$ cat src/rtl/sar_adc_pkg.sv
package sar_adc_pkg;

    typedef enum logic [1:0] {
        ST_IDLE  = 2'd0,
        ST_RUN   = 2'd1,
        ST_STORE = 2'd2
    } sar_state_e;

    localparam logic [1:0] ADDR_CTRL   = 2'd0;
    localparam logic [1:0] ADDR_CFG    = 2'd1;
    localparam logic [1:0] ADDR_RES_HI = 2'd2;
    localparam logic [1:0] ADDR_RES_LO = 2'd3;

    localparam int BIT_EN   = 0;
    localparam int BIT_GO   = 1;
    localparam int CH_LSB   = 2;
    localparam int BIT_FLAG = 7;

endpackage

$ cat src/rtl/sar_adc_search.sv
module sar_adc_search #(
    parameter int RES_W = 10
) (
    input  logic             clk,
    input  logic             rst_n,
    input  logic             load,
    input  logic             step,
    input  logic             cmp_in,
    output logic [RES_W-1:0] trial_code,
    output logic [RES_W-1:0] acc_code,
    output logic             last_bit
);

    logic [RES_W-1:0] mask_q;
    logic [RES_W-1:0] acc_q;

    // one-hot mask walks from MSB to LSB; acc keeps accepted bits
    always_ff @(posedge clk) begin
        if (!rst_n) begin
            mask_q <= '0;
            acc_q  <= '0;
        end else if (load) begin
            mask_q <= {1'b1, {(RES_W-1){1'b0}}};
            acc_q  <= '0;
        end else if (step) begin
            if (cmp_in) begin
                acc_q <= acc_q | mask_q;
            end
            mask_q <= mask_q >> 1;
        end
    end

    assign trial_code = acc_q | mask_q;
    assign acc_code   = acc_q;
    assign last_bit   = mask_q[0];

endmodule

$ cat src/rtl/sar_adc_regs.sv
module sar_adc_regs
    import sar_adc_pkg::*;
#(
    parameter int RES_W = 10,
    parameter int CH_W  = 4
) (
    input  logic             clk,
    input  logic             rst_n,
    input  logic             wr_en,
    input  logic [1:0]       addr,
    input  logic [7:0]       wdata,
    input  logic             store,
    input  logic [RES_W-1:0] store_val,
    output logic [7:0]       rdata,
    output logic             enable,
    output logic             go,
    output logic [CH_W-1:0]  ch_field,
    output logic [1:0]       ref_cfg,
    output logic             flag
);

    logic             wr_ctrl;
    logic             wr_cfg;
    logic [RES_W-1:0] res_q;

    assign wr_ctrl = wr_en && (addr == ADDR_CTRL);
    assign wr_cfg  = wr_en && (addr == ADDR_CFG);

    always_ff @(posedge clk) begin
        if (!rst_n) begin
            enable   <= 1'b0;
            go       <= 1'b0;
            ch_field <= '0;
            ref_cfg  <= '0;
            flag     <= 1'b0;
        end else begin
            if (wr_ctrl) begin
                enable   <= wdata[BIT_EN];
                ch_field <= wdata[CH_LSB +: CH_W];
            end
            if (store) begin
                go <= 1'b0;
            end else if (wr_ctrl) begin
                go <= wdata[BIT_GO] & wdata[BIT_EN];
            end
            if (wr_cfg) begin
                ref_cfg <= wdata[1:0];
            end
            if (store) begin
                flag <= 1'b1;
            end else if (wr_cfg && !wdata[BIT_FLAG]) begin
                flag <= 1'b0;
            end
        end
    end

    // result pair is deliberately outside the reset
    always_ff @(posedge clk) begin
        if (store) begin
            res_q <= store_val;
        end
    end

    always_comb begin
        rdata = '0;
        unique case (addr)
            ADDR_CTRL: begin
                rdata[BIT_EN]            = enable;
                rdata[BIT_GO]            = go;
                rdata[CH_LSB +: CH_W]    = ch_field;
            end
            ADDR_CFG: begin
                rdata[1:0]      = ref_cfg;
                rdata[BIT_FLAG] = flag;
            end
            ADDR_RES_HI: rdata = 8'(res_q >> 8);
            ADDR_RES_LO: rdata = res_q[7:0];
        endcase
    end

endmodule

$ cat src/rtl/sar_adc_ctrl.sv
module sar_adc_ctrl
    import sar_adc_pkg::*;
#(
    parameter int RES_W  = 10,
    parameter int CH_W   = 4,
    parameter int NUM_CH = 12
) (
    input  logic             clk,
    input  logic             rst_n,
    input  logic             conv_ce,
    input  logic             reg_wr,
    input  logic [1:0]       reg_addr,
    input  logic [7:0]       reg_wdata,
    output logic [7:0]       reg_rdata,
    output logic [CH_W-1:0]  ch_sel,
    output logic             ch_valid,
    output logic             ref_pos_ext,
    output logic             ref_neg_ext,
    output logic [RES_W-1:0] dac_code,
    input  logic             cmp_in,
    output logic             irq
);

    sar_state_e       state_q, state_d;
    logic             ctrl_wr, go_req, start, abort;
    logic             load, step, store;
    logic             enable, go, flag;
    logic [1:0]       ref_cfg;
    logic [CH_W-1:0]  ch_field;
    logic [RES_W-1:0] trial_code, acc_code, store_val;
    logic             last_bit;

    assign ctrl_wr = reg_wr && (reg_addr == ADDR_CTRL);
    assign go_req  = reg_wdata[BIT_EN] & reg_wdata[BIT_GO];
    assign start   = ctrl_wr && go_req && (state_q == ST_IDLE);
    assign abort   = ctrl_wr && !go_req && (state_q == ST_RUN);

    always_ff @(posedge clk) begin
        if (!rst_n) begin
            state_q <= ST_IDLE;
        end else begin
            state_q <= state_d;
        end
    end

    always_comb begin
        state_d = state_q;
        unique case (state_q)
            ST_IDLE:  if (start) state_d = ST_RUN;
            ST_RUN: begin
                if (abort) begin
                    state_d = ST_IDLE;
                end else if (step && last_bit) begin
                    state_d = ST_STORE;
                end
            end
            ST_STORE: state_d = ST_IDLE;
            default:  state_d = ST_IDLE;
        endcase
    end

    always_comb begin
        load     = 1'b0;
        step     = 1'b0;
        store    = 1'b0;
        dac_code = '0;
        unique case (state_q)
            ST_IDLE:  load = start;
            ST_RUN: begin
                step     = conv_ce && !abort;
                dac_code = trial_code;
            end
            ST_STORE: store = 1'b1;
            default:  ;
        endcase
    end

    assign ch_valid    = int'(ch_field) < NUM_CH;
    assign ch_sel      = ch_field;
    assign store_val   = ch_valid ? acc_code : '0;
    assign ref_pos_ext = ref_cfg[0];
    assign ref_neg_ext = ref_cfg[1];
    assign irq         = flag;

    sar_adc_search #(.RES_W(RES_W)) u_search (
        .clk        (clk),
        .rst_n      (rst_n),
        .load       (load),
        .step       (step),
        .cmp_in     (cmp_in),
        .trial_code (trial_code),
        .acc_code   (acc_code),
        .last_bit   (last_bit)
    );

    sar_adc_regs #(.RES_W(RES_W), .CH_W(CH_W)) u_regs (
        .clk       (clk),
        .rst_n     (rst_n),
        .wr_en     (reg_wr),
        .addr      (reg_addr),
        .wdata     (reg_wdata),
        .store     (store),
        .store_val (store_val),
        .rdata     (reg_rdata),
        .enable    (enable),
        .go        (go),
        .ch_field  (ch_field),
        .ref_cfg   (ref_cfg),
        .flag      (flag)
    );

endmodule

$ cat config.mk
export PLATFORM = sky130hd
export DESIGN_NAME = sar_adc_ctrl
export DESIGN_NICKNAME = d
export VERILOG_FILES = /design/src/rtl/sar_adc_pkg.sv /design/src/rtl/sar_adc_search.sv /design/src/rtl/sar_adc_regs.sv /design/src/rtl/sar_adc_ctrl.sv
export SDC_FILE = /design/constraint.sdc
export NUM_CORES = 1
export LEC_CHECK = 0
export BUFFER_PORTS_ARGS = -buffer_cell sky130_fd_sc_hd__buf_2
export CORE_UTILIZATION = 45
export DETAILED_ROUTE_END_ITERATION = 16
export GPL_TIMING_DRIVEN = 0
export PLACE_DENSITY = 0.68
export SLEW_MARGIN = 40
export SYNTH_ARGS = -nofsm -noshare
export SYNTH_HDL_FRONTEND = slang
export SYNTH_HIERARCHICAL = 1
export SYNTH_SLANG_ARGS = --single-unit
$ cat constraint.sdc
create_clock -name clk -period 1.8 [get_ports clk]
set_input_delay 0.36 -clock clk [delete_from_list [all_inputs] [get_ports clk]]
set_output_delay 0.36 -clock clk [all_outputs]
set_load 0.005 [all_outputs]
==> impl_metrics.py <==
metrics = {
    "finish": {
        "final_area_sq_um": 2360,
        "synthToLayoutAreaGrowth_pct": 19.9,
        "final_nets": 256,
        "finish.utilization_pct": 57.7,
        "fin_cells": 286,
        "antenna_cells": 0,
        "drive_above_1_share_pct": 36.4,
    },
    "timing": {
        "finalSetupViolations": 0,
        "worst_pin_slew_ns": 0.586,
        "min_period_ns": 1.71,
        "hold_violations": 0,
        "rsz0062_at_grt": "false",
        "slew_headroom_pct": 60.8,
        "fin_crit_sh_pct": 94.9,
        "fmax_mhz": 585,
        "holdWs_ns": 0.315,
        "report.final.slew_viol_count": 0,
        "skew_ns": 0.00841,
    },
    "yosys": {
        "yosys_warnings": 6,
        "syn_area_sq_um": 1970,
        "synth_top_family_by_area": "simple AND/OR/NAND/NOR gates",
        "yosysSeqAreaShare_pct": 46.8,
        "ys_ff_latch": 41,
        "yosysTopAreaCell": "dfxtp_1",
        "synth-xor-area-share_pct": 0,
        "synth_compound_area_share_pct": 13.8,
        "syn_nets": 212,
        "syn_inst": 191,
        "yosys.area_share.simple_pct": 22.7,
        "synthTopCellsByArea": "dfxtp_1 (32%), edfxtp_1 (15%), and2_1 (6.7%)",
        "synth_top_area_share_pct": 31.6,
        "synthAdderAreaFrac_pct": 3.82,
        "syn_avg_cell_area_sq_um": 10.3,
        "synth_cell_type_count": 35,
        "synth_mux_area_share_pct": 5.60,
    },
    "die": {
        "coreArea_sq_um": 4090,
        "num_io_pins": 41,
        "fp.dieW_um": 68.1,
        "fp.dieH_um": 68.1,
        "start_util_pct": 48.1,
        "rows": 23,
        "dieArea_sq_um": 4640,
    },
    "clocking": {
        "clkSinkCount": 41,
        "htree_levels": 2,
        "cts_buffer_depth": 2,
        "cts_buffers": 5,
        "clk_pin_slew_ns": 0.08,
        "cts_root_buf": "clkbuf_8",
        "clk_latency_ns": 0.29,
        "cts_tree": "yes",
    },
    "flow_run": {
        "maxCapViolCount": 0,
    },
    "worst_setup_path": {
        "arrival_ns": 1.35,
        "worstPathMaxFanout": 10,
        "crit_path_start_kind": "input pin",
        "r2r_cells": 5,
        "end_kind": "output port",
        "path_class": "input pin to output port",
        "cp.required_ns": 1.44,
    },
    "drt": {
        "avgRoutedWirePerCell_um": 13.3,
        "wl_um": 3800,
        "drc_errors": 0,
        "vias_per_cell": 5.15,
        "first_iter_violations": 66,
        "vias": 1472,
        "ant_nets": 0,
        "dr.pass1.iters": 4,
    },
    "pwr": {
        "peakVddDrop_mv": 0.564,
        "fin_total_pwr_mw": 1.82,
        "power-per-cell-area_nw_per_um2": 773,
        "power.leakage_nw": 1.03,
    },
    "placed_design": {
        "place_hpwl_um": 2720,
        "portBuffers": 38,
        "post-place-cells": 279,
        "gp_congestion": 0.741,
        "place_area_sq_um": 2220,
    },
    "global_route": {
        "grt_usage_pct": 19.5,
        "antenna_found_initial": 0,
        "grt_pass1_vias": 1395,
        "grt_max_degree": 14,
        "grt_pass1_wl_um": 6620,
        "grt-ovfl-total": 0,
    },
    "hold_path": {
        "worstHoldPathCells": 3,
        "worst_hold_path_type": "input pin to flip-flop",
    },
    "outcome": {
        "outcome": "finished, final reports clean",
    },
}
[cells in the mapped netlist]
master	n
a211oi_2	1
a21bo_1	1
a21bo_2	7
a21oi_1	7
a222oi_1	2
a22oi_1	5
a31oi_1	11
and2_1	21
and2b_2	1
and3_1	3
and4bb_2	1
buf_12	1
buf_2	1
buf_4	1
buf_6	6
buf_8	1
clkbuf_1	1
clkbuf_2	1
dfxtp_1	31
edfxtp_1	10
ha_1	6
inv_1	5
mux2i_1	11
nand2_1	3
nand2b_4	1
nand3_1	8
nand4_2	1
nor2_1	26
nor2b_1	1
nor2b_2	1
nor3b_2	1
nor4b_1	1
o21a_1	1
o21ai_0	2
or2_2	10
[timing repair]
item                       CTS  global route
gates resized for setup      6             8
pin swaps                    1             1
hold buffers                 0             0
setup endpoints to repair    4            16
setup buffers                0             0
[power by group]
| group | internal, mW | switching (mW) | total (mW) |
|---|---|---|---|
| Clock | 0.412 | 0.309 | 0.720 |
| Sequential | 0.944 | 0.00608 | 0.951 |
| Combinational | 0.0715 | 0.0799 | 0.151 |
| Total | 1.43 | 0.395 | 1.82 |
[state kept, by name, indices dropped and copies added, names as in the netlist]
signal / flops
state_q: 2
u_regs/enable: 1
u_regs/res_q: 10
u_regs/ref_cfg: 2
u_regs/ch_field: 4
u_search/mask_q: 10
u_regs/flag: 1
u_regs/go: 1
u_search/acc_code: 10
[cell families after synthesis]
kind of cell	after synthesis
compound gates	37
fa+ha+maj	6
buf+inv	17
flops	41
mux	11
simple gates	79
[final timing paths]
path,from,to,slack (ns)
max,reg_addr[0],reg_rdata[3],0.09
min reg2reg,u_search/acc_code[2],u_search/acc_code[2],0.49
min,reg_wdata[4],u_regs/ch_field[2],0.31
max reg2reg,state_q[1],u_search/acc_code[0],0.38
[critical path: stages]
cell and delay [ns]:
buf_6 0.10, inv_2 0.05, ha_1 0.18, buf_4 0.16
buf_6 0.14, a22oi_1 0.18, nor2_1 0.05, buf_2 0.12
[placed cells by master, fill, tap and decap left out, drive strengths merged]
| cell type | count |
|---|---|
| nand3 | 8 |
| and4bb | 1 |
| o21ai | 2 |
| a21bo | 8 |
| dfxtp | 31 |
| nor2 | 26 |
| nand2 | 3 |
| or2 | 10 |
| and3 | 3 |
| inv | 5 |
| nand4 | 1 |
| and2 | 21 |
| bufinv | 1 |
| a21oi | 7 |
| mux2i | 11 |
| nor4b | 1 |
| clkbuf | 8 |
| a211oi | 1 |
| nor2b | 2 |
| o21a | 1 |
| edfxtp | 10 |
| a22oi | 5 |
| nand2b | 1 |
| clkinv | 1 |
| and2b | 1 |
| nor3b | 1 |
| buf | 47 |
| a31oi | 11 |
| ha | 6 |
| a222oi | 2 |
[through the flow]
stage,TNS [ns],worst slack [ns]
6_report,0,0.0914
4_1_cts,0,0.0156
3_5_place_dp,-0.512,-0.100
5_1_grt,0,0.0163
3_3_place_gp,-0.406,-0.0858
2_1_floorplan,0,0.301
[layer usage]
metal / up-vias / part of all wire [%] / GRT usage, %
met1: 677 / 47 / 25.1
met2: 41 / 46 / 31.3
met5: - / 0 / 0
met4: 0 / 1.6 / 8.59
li1: 748 / - / -
met3: 6 / 4.8 / 4.00
[cell type report]
type	instances	area (sq um)
sequential	41	922
timing repair buffer	38	203
buffer	11	115
multi-input combinational	133	927
clock buffer	6	72.6
inverter	5	18.8
clock inverter	2	35.0
tap	50	62.6
fill	368	1730
Note: power is estimated with default switching activity, not from simulation.
